[src/rtl/lqm_pkg.sv]
package lqm_pkg;

    typedef enum logic {
        MODE_SINGLE = 1'b0,
        MODE_MULTI  = 1'b1
    } lqm_mode_e;

    typedef enum logic {
        ST_PASS = 1'b0,
        ST_FAIL = 1'b1
    } lqm_state_e;

    localparam int COMMA_LEN = 7;
    localparam int COMMA_NUM = 2;

    // Oldest bit in the MSB; both running-disparity forms.
    localparam logic [COMMA_NUM-1:0][COMMA_LEN-1:0] COMMA_SET = {7'b1111010, 7'b0000101};

endpackage

[src/rtl/lqm_run_tracker.sv]
module lqm_run_tracker #(
    parameter int RUN_LIMIT = 5
) (
    input  logic clk,
    input  logic rst,
    input  logic bit_valid,
    input  logic bit_in,
    output logic run_err
);
    localparam int RUN_W = $clog2(RUN_LIMIT + 2);
    localparam logic [RUN_W-1:0] LEN_SAT = RUN_W'(RUN_LIMIT + 1);
    localparam logic [RUN_W-1:0] LEN_LIM = RUN_W'(RUN_LIMIT);

    logic [RUN_W-1:0] len_q, len_d;
    logic             last_q;

    always_comb begin
        if (len_q == '0 || bit_in != last_q) begin
            len_d = RUN_W'(1);
        end else if (len_q == LEN_SAT) begin
            len_d = LEN_SAT;
        end else begin
            len_d = len_q + RUN_W'(1);
        end
        run_err = bit_valid && (len_d > LEN_LIM);
    end

    always_ff @(posedge clk) begin
        if (rst) begin
            len_q  <= '0;
            last_q <= 1'b0;
        end else if (bit_valid) begin
            len_q  <= len_d;
            last_q <= bit_in;
        end
    end

    // An error flag must leave the tracker holding an over-limit run.
    assert_run_over_limit_R1: assert property (@(posedge clk) disable iff (rst)
        run_err |=> (len_q > LEN_LIM));

    // A run of exactly the limit never flags.
    assert_limit_run_clean_R2: assert property (@(posedge clk) disable iff (rst)
        (bit_valid && len_q == LEN_LIM - RUN_W'(1) && bit_in == last_q) |-> !run_err);

endmodule

[src/rtl/lqm_comma_detect.sv]
module lqm_comma_detect
    import lqm_pkg::*;
(
    input  logic clk,
    input  logic rst,
    input  logic bit_valid,
    input  logic bit_in,
    output logic comma_hit
);
    localparam int FILL_W = $clog2(COMMA_LEN);
    localparam logic [FILL_W-1:0] FILL_MAX = FILL_W'(COMMA_LEN - 1);

    logic [COMMA_LEN-1:0] win_q, win_d;
    logic [FILL_W-1:0]    fill_q;
    logic [COMMA_NUM-1:0] match;

    assign win_d = {win_q[COMMA_LEN-2:0], bit_in};

    for (genvar p = 0; p < COMMA_NUM; p++) begin : g_pat
        assign match[p] = (win_d == COMMA_SET[p]);
    end

    assign comma_hit = bit_valid && (fill_q == FILL_MAX) && (|match);

    always_ff @(posedge clk) begin
        if (rst) begin
            win_q  <= '0;
            fill_q <= '0;
        end else if (bit_valid) begin
            win_q <= win_d;
            if (fill_q != FILL_MAX) begin
                fill_q <= fill_q + FILL_W'(1);
            end
        end
    end

    // No sighting before the window has been filled with real bits.
    assert_hit_after_fill_R3: assert property (@(posedge clk) disable iff (rst)
        comma_hit |-> (fill_q == FILL_MAX && bit_valid));

endmodule

[src/rtl/lqm_interval_timer.sv]
module lqm_interval_timer #(
    parameter int INTERVAL_BITS = 15
) (
    input  logic clk,
    input  logic rst,
    input  logic bit_valid,
    input  logic run_err,
    input  logic comma_hit,
    output logic interval_done,
    output logic interval_err
);
    logic [INTERVAL_BITS-1:0] cnt_q;
    logic                     run_acc_q;
    logic                     comma_acc_q;
    logic                     last_bit;

    assign last_bit = bit_valid && (cnt_q == {INTERVAL_BITS{1'b1}});

    always_ff @(posedge clk) begin
        if (rst) begin
            cnt_q         <= '0;
            run_acc_q     <= 1'b0;
            comma_acc_q   <= 1'b0;
            interval_done <= 1'b0;
            interval_err  <= 1'b0;
        end else begin
            interval_done <= last_bit;
            if (bit_valid) begin
                cnt_q <= cnt_q + INTERVAL_BITS'(1);
            end
            if (last_bit) begin
                interval_err <= run_acc_q | run_err | ~(comma_acc_q | comma_hit);
                run_acc_q    <= 1'b0;
                comma_acc_q  <= 1'b0;
            end else begin
                run_acc_q   <= run_acc_q | run_err;
                comma_acc_q <= comma_acc_q | comma_hit;
            end
        end
    end

    assert_done_pulse_R5: assert property (@(posedge clk) disable iff (rst)
        interval_done |=> !interval_done);

    assert_done_after_valid_R5: assert property (@(posedge clk) disable iff (rst)
        interval_done |-> (cnt_q == '0));

    // A run error inside the interval forces an errored verdict.
    assert_run_forces_err_R4: assert property (@(posedge clk) disable iff (rst)
        (last_bit && run_err) |=> interval_err);

endmodule

[src/rtl/lqm_fail_fsm.sv]
module lqm_fail_fsm
    import lqm_pkg::*;
#(
    parameter int HYST_COUNT = 4
) (
    input  logic clk,
    input  logic rst,
    input  logic iv_done,
    input  logic iv_err,
    input  logic mode_sel,
    output logic fail_n
);
    localparam int HW = $clog2(HYST_COUNT) + 1;
    localparam logic [HW-1:0] CNT_MAX = '1;
    localparam logic [HW-1:0] HLIM    = HW'(HYST_COUNT);

    lqm_state_e       state_q, state_d;
    lqm_mode_e        mode_q, mode_d;
    logic [HW-1:0]    bad_q, good_q, bad_d, good_d;
    logic [HW-1:0]    bad_base, good_base, bad_inc, good_inc;
    logic             mode_changed, single_now;

    always_comb begin
        mode_d       = iv_done ? lqm_mode_e'(mode_sel) : mode_q;
        mode_changed = iv_done && (lqm_mode_e'(mode_sel) != mode_q);
        single_now   = (mode_d == MODE_SINGLE);
        bad_base     = mode_changed ? '0 : bad_q;
        good_base    = mode_changed ? '0 : good_q;
        bad_inc      = (bad_base == CNT_MAX) ? CNT_MAX : bad_base + HW'(1);
        good_inc     = (good_base == CNT_MAX) ? CNT_MAX : good_base + HW'(1);

        bad_d  = bad_q;
        good_d = good_q;
        if (iv_done) begin
            if (single_now) begin
                bad_d  = '0;
                good_d = '0;
            end else if (iv_err) begin
                bad_d  = bad_inc;
                good_d = '0;
            end else begin
                bad_d  = '0;
                good_d = good_inc;
            end
        end

        state_d = state_q;
        unique case (state_q)
            ST_PASS: if (iv_done && iv_err && (single_now || bad_inc >= HLIM)) state_d = ST_FAIL;
            ST_FAIL: if (iv_done && !iv_err && (single_now || good_inc >= HLIM)) state_d = ST_PASS;
            default: state_d = ST_PASS;
        endcase
    end

    // State register process.
    always_ff @(posedge clk) begin
        if (rst) begin
            state_q <= ST_PASS;
            mode_q  <= MODE_SINGLE;
            bad_q   <= '0;
            good_q  <= '0;
        end else begin
            state_q <= state_d;
            mode_q  <= mode_d;
            bad_q   <= bad_d;
            good_q  <= good_d;
        end
    end

    // Output process.
    always_comb begin
        unique case (state_q)
            ST_PASS: fail_n = 1'b1;
            ST_FAIL: fail_n = 1'b0;
            default: fail_n = 1'b1;
        endcase
    end

    assert_single_follow_R6: assert property (@(posedge clk) disable iff (rst)
        (iv_done && !mode_sel) |=> (fail_n == !$past(iv_err)));

    assert_multi_no_early_trip_R7: assert property (@(posedge clk) disable iff (rst)
        (iv_done && iv_err && mode_sel && mode_q == MODE_MULTI && bad_q < HLIM - HW'(2))
        |=> $stable(fail_n));

    assert_fail_moves_on_boundary_R12: assert property (@(posedge clk) disable iff (rst)
        !$stable(fail_n) |-> $past(iv_done));

    assert_mode_change_clears_R11: assert property (@(posedge clk) disable iff (rst)
        (iv_done && mode_sel && mode_q == MODE_SINGLE) |=> (bad_q <= HW'(1) && good_q <= HW'(1)));

endmodule

[src/rtl/link_quality_monitor.sv]
module link_quality_monitor #(
    parameter int INTERVAL_BITS = 15,
    parameter int RUN_LIMIT     = 5,
    parameter int HYST_COUNT    = 4
) (
    input  logic clk,
    input  logic rst,
    input  logic bit_in,
    input  logic bit_valid,
    input  logic mode_sel,
    output logic fail_n,
    output logic interval_done,
    output logic interval_err
);
    logic run_err;
    logic comma_hit;

    lqm_run_tracker #(.RUN_LIMIT(RUN_LIMIT)) u_run (
        .clk       (clk),
        .rst       (rst),
        .bit_valid (bit_valid),
        .bit_in    (bit_in),
        .run_err   (run_err)
    );

    lqm_comma_detect u_comma (
        .clk       (clk),
        .rst       (rst),
        .bit_valid (bit_valid),
        .bit_in    (bit_in),
        .comma_hit (comma_hit)
    );

    lqm_interval_timer #(.INTERVAL_BITS(INTERVAL_BITS)) u_timer (
        .clk           (clk),
        .rst           (rst),
        .bit_valid     (bit_valid),
        .run_err       (run_err),
        .comma_hit     (comma_hit),
        .interval_done (interval_done),
        .interval_err  (interval_err)
    );

    lqm_fail_fsm #(.HYST_COUNT(HYST_COUNT)) u_fsm (
        .clk      (clk),
        .rst      (rst),
        .iv_done  (interval_done),
        .iv_err   (interval_err),
        .mode_sel (mode_sel),
        .fail_n   (fail_n)
    );

    assert_reset_state_R9: assert property (@(posedge clk)
        rst |=> (fail_n && !interval_done && !interval_err));

endmodule

[config.mk]
export PLATFORM = sky130hd
export DESIGN_NAME = link_quality_monitor
export DESIGN_NICKNAME = d
export VERILOG_FILES = /design/src/rtl/lqm_pkg.sv /design/src/rtl/lqm_run_tracker.sv /design/src/rtl/lqm_comma_detect.sv /design/src/rtl/lqm_interval_timer.sv /design/src/rtl/lqm_fail_fsm.sv /design/src/rtl/link_quality_monitor.sv
export SDC_FILE = /design/constraint.sdc
export NUM_CORES = 1
export LEC_CHECK = 0
export ABC_CLOCK_PERIOD_IN_PS = 1700
export BUFFER_PORTS_ARGS = -buffer_cell sky130_fd_sc_hd__buf_2
export CAP_MARGIN = 15
export CORE_ASPECT_RATIO = 0.9
export CORE_UTILIZATION = 43
export CTS_CLUSTER_SIZE = 10
export DETAILED_ROUTE_END_ITERATION = 10
export PLACE_DENSITY_LB_ADDON = 0.12
export SKIP_CTS_REPAIR_TIMING = 1
export SYNTH_ARGS = -nofsm -noshare
export SYNTH_HDL_FRONTEND = slang
export SYNTH_SLANG_ARGS = --single-unit
[constraint.sdc]
create_clock -name clk -period 1.7 [get_ports clk]
set_input_delay 0.085 -clock clk [delete_from_list [all_inputs] [get_ports clk]]
set_output_delay 0.085 -clock clk [all_outputs]
set_load 0.01 [all_outputs]
==> summary.md, run 1 <==
| Metric | Value |
|---|---|
| WP data arrival | `1.78 ns` |
| Fin nets | `242` |
| Vias in the first global route | `1510` |
| Standard-cell rows | `22` |
| CP required | `roughly 1.9 ns` |
| Ratio of cells with drive above 1 in the final layout | `0.142` |
| Sequential fraction of the synthesis area | `0.407` |
| P_leak | `0.864 nW` |
| Measured slew at the worst slew-check pin | `0.365 ns` |
| Multi-input logic area | `approximately 0.0011 mm^2` |
| Later-pin clock latency in the skew report | `0.28 ns` |
| Starting DRT DRC Count | `82` |
| Final wirelength | `3500 um` |
| First-pass DRT Iterations | `4` |
| Dpl ws | `~0.07 ns` |
| Synth Register Bits | `39` |
| Worst slew margin | `0.755` |
| CP Launch Type | `register` |
| Dpl hpwl | `between 2000 and 3000 um` |
| Worst IR drop on VDD | `about 520 uV` |
| Largest net degree at the start of global routing | `21` |
| Clk buf depth | `2` |
| CTS tree | `yes` |
| Tot Pwr | `1.61 mW` |
| Status | `finished clean` |
| Clock sink count | `39` |
| Total placed cells including tap cells | `280` |
| Syn Nets | `228` |
| Die area | `0.00473 mm^2` |
| Max FO, Critical Path | `6` |
| Placer's final routability congestion estimate | `0.764` |
| Final WS setup | `~0.14 ns` |
| Main synth FF type | `dfxtp_1` |
| Layout area overhead | `11.5%` |
| Worst hold path class | `input port to register` |
| Pwr Density | `about 750 mW/mm^2` |
| Total track usage | `0.172` |
| Clock Pin Slew Worst Setup and Hold Paths | `0.07 ns` |
| Min Tclk post-route | `1.56 ns` |
| Post-Syn Area | `0.00192 mm^2` |
| Initial antenna violation count | `0` |
| Register area | `782 um^2` |
| Ant diodes | `0` |
| Post-route ant nets | `0` |
| Min-delay src | `bit_in` |
| Global route overflow | `0` |
| WL/cell | `12.2 um` |
| Fin. Hold Viols | `0` |
| Yosys warns | `0` |
| Setup TNS | `0 ns` |
| Fin crit share | `0.920` |
| Slew Viols, Final | `0` |
| Fill cell count | `405` |
| RR Startpoint | `u_fsm.mode_q` |
| Via density per instance | `about 5.3` |
| TritonCTS Buffers | `5` |
| Synth unique cells | `48` |
| Crit end category | `register` |
| Die Height | `between 60 and 70 um` |
| Syn Area/Cell | `9.01 um^2` |
| RSZ-0062 raised after global routing | `no` |
| Crit. Startpoint | `u_fsm.mode_q` |
| # IOs | `8` |
| Fin cells | `approximately 290` |
| Clock Skews | `0.00780 ns` |
| Final setup violation count | `0` |
| Die Span X | `just over 70 um` |
| Port bufs | `7` |
| EDFF count, synth | `0` |
| Cells after Synth | `about 210` |
| Asr flop ratio synth | `0` |
| Initial Utilization | `0.458` |
| Root Driver | `clkbuf_8` |
| Fin util | `0.511` |
| # DRC | `0` |
| FMAX | `between 0.6 and 0.7 GHz` |
| Max Cap Viol | `0` |
| Core Area | `0.00418 mm^2` |
| First-pass GRT wire length | `between 6000 and 7000 um` |
| H-tree Lvls | `2` |
| Total vias in the final route | `1505` |
| Setup CP Type | `register to register` |
worst max-delay path, cell delays in order, from the launching register on:
cell,delay [ns]
dfxtp_2,0.35
xor2_2,0.18
nand2_2,0.11
and2_1,0.17
ha_1,0.22
a211oi_1,0.21
o21ai_0,0.12
a21oi_1,0.13
state kept, by name (all words and copies together), names as in the netlist, 3 cells and up:
name / cells
u_fsm.good_q: 3
u_timer.cnt_q: 15
u_comma.fill_q: 3
u_run.len_q: 3
u_comma.win_q: 6
u_fsm.bad_q: 3
final timing paths:
kind	to	slack (ns)	depth (start not counted)
setup / recovery	u_fsm.state_q	0.14	7
hold / removal	u_comma.win_q[0]	0.09	3
setup reg to reg	u_fsm.state_q	0.14	7
hold reg to reg	u_fsm.bad_q[1]	0.46	2
power breakdown:
| group | switching [mW] | leakage, nW | total (mW) | internal (mW) |
|---|---|---|---|---|
| Sequential | 0.0145 | 0.316 | 0.944 | 0.929 |
| Combinational | 0.0620 | 0.511 | 0.109 | 0.0467 |
| Clock | 0.284 | 0.0371 | 0.557 | 0.273 |
| Total | 0.360 | 0.864 | 1.61 | 1.25 |
placed cells by master, fill, tap and decap left out, types with 6 or more instances in the layout:
cell / count
xor2_1: 6
buf_4: 10
xnor2_1: 6
buf_2: 7
inv_1: 10
mux2i_1: 8
dfxtp_1: 38
nor2_1: 27
a21oi_1: 12
o21ai_0: 6
nand2_1: 13
ha_1: 10
cells in the mapped netlist (2+ instances only):
| master | n | area (um^2) |
|---|---|---|
| nand2_1 | 14 | 52.6 |
| xnor2_1 | 6 | 52.6 |
| dfxtp_1 | 39 | 781 |
| a21o_1 | 3 | 22.5 |
| mux2i_1 | 8 | 80.1 |
| and4_1 | 2 | 17.5 |
| ha_1 | 10 | 125 |
| o22ai_1 | 2 | 12.5 |
| and2_1 | 5 | 31.3 |
| nand2b_1 | 5 | 31.3 |
| and3_1 | 2 | 12.5 |
| inv_1 | 10 | 37.5 |
| buf_2 | 5 | 25.0 |
| buf_1 | 2 | 7.51 |
| nand4_1 | 5 | 31.3 |
| clkbuf_1 | 2 | 7.51 |
| nor2b_1 | 3 | 18.8 |
| nand3_1 | 4 | 20.0 |
| a211oi_1 | 3 | 22.5 |
| o21ai_0 | 6 | 30.0 |
| nor3_1 | 4 | 20.0 |
| o2111ai_1 | 2 | 17.5 |
| a21oi_1 | 12 | 60.1 |
| nor2_1 | 27 | 101 |
| a311o_1 | 2 | 20.0 |
| or3_1 | 2 | 12.5 |
| xor2_1 | 7 | 61.3 |
layer usage:
layer  vias up  GRT usage  wire (um)
li1        768          -          -
met1       707      0.217       1660
met2        25      0.292       1700
met3         5     0.0368        108
met4         0     0.0588         40
met5         -          0          0
final cells by class:
type,instances,share of cell area
Inverter,10,0.0175
Tap cell,60,0.0351
Multi-Input combinational cell,154,0.496
Clock buffer,6,0.0339
Timing Repair Buffer,17,0.0515
Sequential cell,39,0.365
per-stage QoR:
step | hold slack, ns | area, um^2
after floorplan | 0.232 | 1920
after global placement | 0.350 | 2060
after detailed placement | 0.375 | 2060
after CTS | 0.0881 | 2130
after global routing | 0.120 | 2140
final | 0.0950 | 2140
kinds of logic after synthesis:
logic type | Yosys count | share of synthesized area
simple gates | 84 | 0.247
compound gates | 38 | 0.129
flops | 39 | 0.407
buf+inv | 20 | 0.0444
mux | 9 | 0.0476
xor+xnor | 13 | 0.0594
fa+ha+maj | 10 | 0.0652
No activity file was read; power rests on OpenSTA's default activity.
==> run 2: changes to the inputs <==
--- a/config.mk
+++ b/config.mk
@@ -8,6 +8,8 @@
 export ABC_CLOCK_PERIOD_IN_PS = 1700
 export BUFFER_PORTS_ARGS = -buffer_cell sky130_fd_sc_hd__buf_2
 export CAP_MARGIN = 15
+export CELL_PAD_IN_SITES_DETAIL_PLACEMENT = 1
+export CELL_PAD_IN_SITES_GLOBAL_PLACEMENT = 1
 export CORE_ASPECT_RATIO = 0.9
 export CORE_UTILIZATION = 43
 export CTS_CLUSTER_SIZE = 10
==> run 2 against run 1 <==
Non-clock buffer count decreased by 3. Routed wire length rose by 16%. Sequential cell count is the same. Cell count down 0.70%. Largest cell class unchanged. Fmax decreased by 3.5%. Design area increased by 0.12%. Worst hold slack lost 0.012 ns. Sequential share of layout area barely moved. Combinational power barely moved. Critical endpoint is now u_fsm.bad_q[1]. Via count increased by 2.2%. Global-route usage grew 2.7 points.
==> summary.md, run 2 (same netlist as run 1, synthesis figures left out) <==
| Metric | Value |
|---|---|
| Clock Pin Slew Worst Setup and Hold Paths | `0.07 ns (about the same)` |
| WL/cell | `14.3 um (was 12.2 um)` |
| Buf/Inv on CP | `0 (unchanged)` |
| Placer's final routability congestion estimate | `0.771 (was 0.764)` |
| Measured slew at the worst slew-check pin | `0.373 ns (was 0.365 ns)` |
| Later-pin clock latency in the skew report | `0.29 ns (was 0.28 ns)` |
| WP data arrival | `1.79 ns (was 1.78 ns)` |
| # IOs | `8 (unchanged)` |
| Die area | `0.00473 mm^2 (unchanged)` |
| Initial Utilization | `0.458 (unchanged)` |
| Min-delay src | `bit_in (unchanged)` |
| Ant diodes | `0 (unchanged)` |
| Final setup violation count | `0 (unchanged)` |
| First-pass GRT wire length | `7380 um (was 6460 um)` |
| Dpl ws | `0.0367 ns (was 0.0719 ns)` |
| Fin util | `0.512 (was 0.511)` |
| FF-to-FF path depth | `8 (was 7)` |
| FMAX | `0.617 GHz (was 0.639 GHz)` |
| Global route overflow | `0 (unchanged)` |
| Crit end category | `register (unchanged)` |
| Total vias in the final route | `1538 (was 1505)` |
| Max incr delay on CP | `0.35 ns (about the same)` |
| Fin crit share | `0.954 (was 0.920)` |
| Most frequent cells in the layout | `dfxtp_1 (38), nor2_1 (27), nand2_1 (13), a21oi_1 (12), inv_1 (10) (was dfxtp_1 (38), nor2_1 (27), nand2_1 (13), a21oi_1 (12))` |
| Die Span X | `72.4 um (unchanged)` |
| Final wirelength | `4070 um (was 3500 um)` |
| Met1 Usage GRT | `0.237 (was 0.217)` |
| Pwr Density | `789 mW/mm^2 (was 752 mW/mm^2)` |
| Biggest regs | `u_timer.cnt_q: 15 flops, u_comma.win_q: 6 flops (unchanged)` |
| First-pass DRT Iterations | `4 (unchanged)` |
| Standard-cell rows | `22 (unchanged)` |
| M2 GR Usage | `0.349 (was 0.292)` |
| Worst slew margin | `0.749 (was 0.755)` |
| Worst hold path class | `input port to register (unchanged)` |
| Worst-path cell chain | `xor2_2, nand2_2, and2_1, ha_1, nand2_1, a21oi_1, o2111ai_1, a21oi_1 (was xor2_2, nand2_2, and2_1, ha_1, a211oi_1, o21ai_0, a21oi_1)` |
| CP Launch Type | `register (unchanged)` |
| Clock sink count | `39 (unchanged)` |
| Clock Skews | `0.00476 ns (was 0.00780 ns)` |
| Worst IR drop on VDD | `486 uV (was 518 uV)` |
| Crit path top cell by count | `a21oi_1` |
| P_leak | `0.857 nW (was 0.864 nW)` |
| RSZ-0062 raised after global routing | `yes (was no)` |
| Max reg flops | `15 (unchanged)` |
| # DRC | `0 (unchanged)` |
| Met3 Usage GRT | `0.0414 (was 0.0368)` |
| Worst hold stages | `3 (unchanged)` |
| R2R Path End | `u_fsm.bad_q[1] (was u_fsm.state_q)` |
| Fill cell count | `502 (was 405)` |
| CP required | `1.87 ns (was 1.91 ns)` |
| Min Tclk post-route | `1.62 ns (was 1.56 ns)` |
| GR peak layer | `met2 (unchanged)` |
| CTS tree | `yes (unchanged)` |
| Fin. Hold Viols | `0 (unchanged)` |
| Max Cap Viol | `0 (unchanged)` |
| Slew Viols, Final | `0 (unchanged)` |
| Via density per instance | `5.42 (was 5.26)` |
| RR Startpoint | `u_fsm.mode_q (unchanged)` |
| Hold endpoint | `u_comma.win_q[0] (unchanged)` |
| Starting DRT DRC Count | `78 (was 82)` |
| Die Height | `65.4 um (unchanged)` |
| Clk buf depth | `2 (unchanged)` |
| Top reg by flops | `u_timer.cnt_q (unchanged)` |
| Status | `finished clean (unchanged)` |
| Dpl hpwl | `2900 um (was 2550 um)` |
| Fin nets | `239 (was 242)` |
| Final WS setup | `0.0790 ns (was 0.135 ns)` |
| H-tree Lvls | `2 (unchanged)` |
| TritonCTS Buffers | `5 (unchanged)` |
| Core Area | `0.00418 mm^2 (unchanged)` |
| Ratio of cells with drive above 1 in the final layout | `0.147 (was 0.142)` |
| Internal reg-to-reg setup slack | `0.08 ns (was 0.14 ns)` |
| WHS | `0.0828 ns (was 0.0950 ns)` |
| Setup CP Type | `register to register (unchanged)` |
| Initial antenna violation count | `0 (unchanged)` |
| Layout area overhead | `11.7% (was 11.5%)` |
| Root Driver | `clkbuf_8 (unchanged)` |
| Setup TNS | `0 ns (unchanged)` |
| Worst path slowest cell | `dfxtp_2 (unchanged)` |
| Most common cell after layout, fill and taps aside | `dfxtp_1 (unchanged)` |
| Total track usage | `0.199 (was 0.172)` |
| Crit-path leading delay family | `simple AND/OR/NAND/NOR gates (was compound AO/OA/AOI/OAI gates)` |
| Port bufs | `7 (unchanged)` |
| Largest net degree at the start of global routing | `22 (was 21)` |
| Vias in the first global route | `1647 (was 1510)` |
| Post-route ant nets | `0 (unchanged)` |
| Max FO, Critical Path | `6 (unchanged)` |
[run 2: cell count changes in the layout (fill, tap and decap cells not counted), sizes merged]
cell and change:
buf -3, clkinv +1
[run 2: through the flow]
step | total power [mW] | std cells | area [um^2]
2_1_floorplan | 1.04 | 213 | 1920
3_3_place_gp | 1.06 | 277 | 2030
3_5_place_dp | 1.07 | 277 | 2030
4_1_cts | 1.71 | 284 | 2120
5_1_grt | 1.76 | 284 | 2140
6_report | 1.69 | 284 | 2140
[run 2: how the worst max path moves through the flow]
stage / from / to / slack (ns) / cells past startpoint
final: u_fsm.mode_q / u_fsm.bad_q[1] / 0.08 / 8
after floorplan: u_fsm.mode_q / u_fsm.bad_q[1] / 0.11 / 8
after CTS: u_fsm.mode_q / u_fsm.bad_q[1] / -0.02 / 8
after global routing: u_fsm.mode_q / u_fsm.bad_q[1] / -0.04 / 8
after detailed placement: u_fsm.mode_q / u_fsm.bad_q[1] / 0.04 / 8
after global placement: u_fsm.mode_q / u_fsm.bad_q[1] / 0.16 / 8
[run 2: area by class of cell]
class	count	area, um^2	share of cell area
multi-input cells	154	1070	0.501
flip-flops and latches	39	782	0.365
repair buffers	14	87.6	0.0409
clock buffers	6	82.6	0.0386
well taps	60	75.1	0.0350
inverters	10	37.5	0.0175
clock inverters	1	5.00	0.00234
[run 2: metal layers]
| metal | vias to the layer above | wire length (um) |
|---|---|---|
| met5 | - | 0 |
| met4 | 0 | 53 |
| met3 | 7 | 85 |
| met2 | 10 | 2020 |
| met1 | 758 | 1910 |
| li1 | 763 | - |
[run 2: worst register-to-register path, delay by kind of cell, from the launching register on]
kind                       cells  cell delay [ns]
DFF                            1             0.35
AOI/OAI and AO/OA              3             0.33
xor gates and xnor gates       1             0.19
adders and majority gates      1             0.22
and+or+nand+nor                3             0.41
[run 2: power by group]
part | leakage (nW) | switching (mW) | internal, mW | total (mW)
registers | 0.316 | 0.0149 | 0.929 | 0.944
clock network | 0.0470 | 0.318 | 0.318 | 0.637
logic | 0.494 | 0.0650 | 0.0444 | 0.109
==> run 3: changes to the inputs <==
--- a/config.mk
+++ b/config.mk
@@ -5,8 +5,7 @@
 export SDC_FILE = /design/constraint.sdc
 export NUM_CORES = 1
 export LEC_CHECK = 0
-export ABC_CLOCK_PERIOD_IN_PS = 1700
-export BUFFER_PORTS_ARGS = -buffer_cell sky130_fd_sc_hd__buf_2
+export ABC_CLOCK_PERIOD_IN_PS = 1900
 export CAP_MARGIN = 15
 export CELL_PAD_IN_SITES_DETAIL_PLACEMENT = 1
 export CELL_PAD_IN_SITES_GLOBAL_PLACEMENT = 1
@@ -14,6 +13,7 @@
 export CORE_UTILIZATION = 43
 export CTS_CLUSTER_SIZE = 10
 export DETAILED_ROUTE_END_ITERATION = 10
+export DONT_BUFFER_PORTS = 1
 export PLACE_DENSITY_LB_ADDON = 0.12
 export SKIP_CTS_REPAIR_TIMING = 1
 export SYNTH_ARGS = -nofsm -noshare
==> constraint.sdc (replaced) <==
create_clock -name clk -period 1.9 [get_ports clk]
set_input_delay 0.095 -clock clk [delete_from_list [all_inputs] [get_ports clk]]
set_output_delay 0.095 -clock clk [all_outputs]
set_load 0.01 [all_outputs]
==> run 3 against run 2 <==
The run now ends with negative hold slack left. Die area unchanged. Fmax down 3.8%. Register-to-register slack better by 0.14 ns. Via count down 3.6%. Clock skew down 0.0020 ns. Clock power up 12%. Critical path depth down 1. Highest routed layer unchanged.
==> summary.md, run 3 (same netlist as run 1, synthesis figures left out) <==
| Metric | Value |
|---|---|
| Critical Path End | `u_fsm.good_q[0] (was u_fsm.bad_q[1])` |
| WHS | `-0.0231 ns (was 0.0828 ns)` |
| Worst slew margin | `0.546 (was 0.749)` |
| CTS tree | `yes (unchanged)` |
| Top reg by flops | `u_timer.cnt_q (unchanged)` |
| Crit. Startpoint | `u_fsm.mode_q (unchanged)` |
| Final setup violation count | `0 (unchanged)` |
| Failing checks | `negative hold slack` |
| FMAX | `0.594 GHz (was 0.617 GHz)` |
| R2R Path End | `u_fsm.good_q[0] (was u_fsm.bad_q[1])` |
| Sw frac | `0.214 (was 0.236)` |
| First-pass DRT Iterations | `4 (unchanged)` |
| TritonCTS Buffers | `5 (unchanged)` |
| # IOs | `8 (unchanged)` |
| Most frequent cells in the layout | `dfxtp_1 (38), nor2_1 (27), nand2_1 (14), a21oi_1 (12) (was dfxtp_1 (38), nor2_1 (27), nand2_1 (13), a21oi_1 (12), inv_1 (10))` |
| Min-delay src | `bit_valid (was bit_in)` |
| Standard-cell rows | `22 (unchanged)` |
| Dpl hpwl | `2760 um (was 2900 um)` |
| Clock Pin Slew Worst Setup and Hold Paths | `0.08 ns (was 0.07 ns)` |
| Root Driver | `clkbuf_8 (unchanged)` |
| Global route overflow | `0 (unchanged)` |
| Clock Skews | `0.00280 ns (was 0.00476 ns)` |
| Highest routing layer actually used | `met4 (unchanged)` |
| Slew Viols, Final | `0 (unchanged)` |
| Fin crit share | `0.887 (was 0.954)` |
| Die Height | `65.4 um (unchanged)` |
| Max reg flops | `15 (unchanged)` |
| Initial antenna violation count | `0 (unchanged)` |
| Area after DPL | `0.00196 mm^2 (was 0.00203 mm^2)` |
| Fin util | `0.511 (was 0.512)` |
| Setup CP Type | `register to register (unchanged)` |
| RR Startpoint | `u_fsm.mode_q (unchanged)` |
| Fin nets | `231 (was 239)` |
| Layout area overhead | `11.4% (was 11.7%)` |
| Ant diodes | `0 (unchanged)` |
| CP Launch Type | `register (unchanged)` |
| Core Area | `0.00418 mm^2 (unchanged)` |
| Placer's final routability congestion estimate | `0.799 (was 0.771)` |
| Via density per instance | `5.35 (was 5.42)` |
| WP data arrival | `1.91 ns (was 1.79 ns)` |
| DR WL met3 | `156 um (was 85 um)` |
| Port bufs | `0 (was 7)` |
| Design Area, Final | `0.00214 mm^2 (about the same)` |
| FF-to-FF path depth | `7 (was 8)` |
| WL/cell | `15.2 um (was 14.3 um)` |
| Total vias in the final route | `1483 (was 1538)` |
| Largest net degree at the start of global routing | `42 (was 22)` |
| Ratio of cells with drive above 1 in the final layout | `0.0922 (was 0.147)` |
| Vias in the first global route | `1570 (was 1647)` |
| Status | `finished with violations (was finished clean)` |
| Clock sink count | `39 (unchanged)` |
| Measured slew at the worst slew-check pin | `0.678 ns (was 0.373 ns)` |
| Internal power | `1.30 mW (was 1.29 mW)` |
| Initial Utilization | `0.458 (unchanged)` |
| Switching power | `0.354 mW (was 0.398 mW)` |
| Pwr Density | `772 mW/mm^2 (was 789 mW/mm^2)` |
| Max FO, Critical Path | `6 (unchanged)` |
| Clock Power Share | `0.434 (was 0.377)` |
| Total track usage | `0.199 (about the same)` |
| Die Span X | `72.4 um (unchanged)` |
| Tot Pwr | `1.65 mW (was 1.69 mW)` |
| Clk buf depth | `2 (unchanged)` |
| Worst IR drop on VDD | `409 uV (was 486 uV)` |
| Final wirelength | `4210 um (was 4070 um)` |
| Fin. Hold Viols | `1 (was 0)` |
| Starting DRT DRC Count | `65 (was 78)` |
| Flop pwr share | `0.512 (was 0.559)` |
| Setup TNS | `0 ns (unchanged)` |
| Min Tclk post-route | `1.68 ns (was 1.62 ns)` |
| RSZ-0062 raised after global routing | `no (was yes)` |
| Gate power share | `0.055 (was 0.065)` |
| CP required | `2.12 ns (was 1.87 ns)` |
| # DRC | `0 (unchanged)` |
| Post-Route M1 WL | `1910 um (about the same)` |
| Biggest regs | `u_timer.cnt_q: 15 flops, u_comma.win_q: 6 flops (unchanged)` |
| Post-route ant nets | `0 (unchanged)` |
| Die area | `0.00473 mm^2 (unchanged)` |
| First-pass GRT wire length | `7220 um (was 7380 um)` |
| Internal reg-to-reg setup slack | `0.22 ns (was 0.08 ns)` |
| P_leak | `0.841 nW (was 0.857 nW)` |
| Crit end category | `register (unchanged)` |
| Met2 WL | `2100 um (was 2020 um)` |
| Worst hold path class | `input port to register (unchanged)` |
| H-tree Lvls | `2 (unchanged)` |
| Later-pin clock latency in the skew report | `0.29 ns (about the same)` |
| Most common cell after layout, fill and taps aside | `dfxtp_1 (unchanged)` |
| Max Cap Viol | `0 (unchanged)` |
run 3: worst min path at each step:
stage	end	slack [ns]	cells past startpoint
after detailed placement	u_fsm.good_q[1]	0.17	1
after CTS	u_fsm.good_q[1]	-0.14	1
after floorplan	u_comma.win_q[0]	0.24	2
final	u_run.len_q[0]	-0.02	2
after global placement	u_fsm.state_q	0.17	1
after global routing	u_run.len_q[0]	0.001	2
run 3: worst max-delay path: stages (launching register included):
cell	delay, ns
dfxtp_2	0.36
xor2_2	0.19
nand2_1	0.15
and2_1	0.15
ha_1	0.20
nand2_1	0.09
a311o_1	0.35
o22ai_1	0.12
run 3: per-layer routing:
| metal | track usage | up-vias |
|---|---|---|
| li1 | - | 749 |
| met1 | 0.235 | 717 |
| met2 | 0.343 | 13 |
| met3 | 0.0660 | 4 |
| met4 | 0.0515 | 0 |
| met5 | 0 | - |
run 3: power groups by stage:
stage | Clock [mW] | Combinational [mW] | Sequential, mW
after floorplan | 0 | 0.0705 | 0.860
after global placement | 0 | 0.0573 | 0.862
after detailed placement | 0 | 0.0625 | 0.863
after CTS | 0.735 | 0.0631 | 0.844
after global routing | 0.769 | 0.105 | 0.846
final | 0.716 | 0.0900 | 0.845
run 3: metrics by stage:
step | instances | setup slack (ns)
after global routing | 277 | 0.0494
after detailed placement | 265 | 0.124
final | 277 | 0.215
after global placement | 265 | 0.212
after CTS | 273 | 0.0990
after floorplan | 213 | 0.312
run 3: cell type report:
class / count / area [um^2]
Clock inverter: 2 / 35.0
Inverter: 10 / 37.5
Multi-Input combinational cell: 154 / 1060
Clock buffer: 6 / 82.6
Timing Repair Buffer: 6 / 65.1
Tap cell: 60 / 75.1
Sequential cell: 39 / 782
Fill cell: 499 / 2050
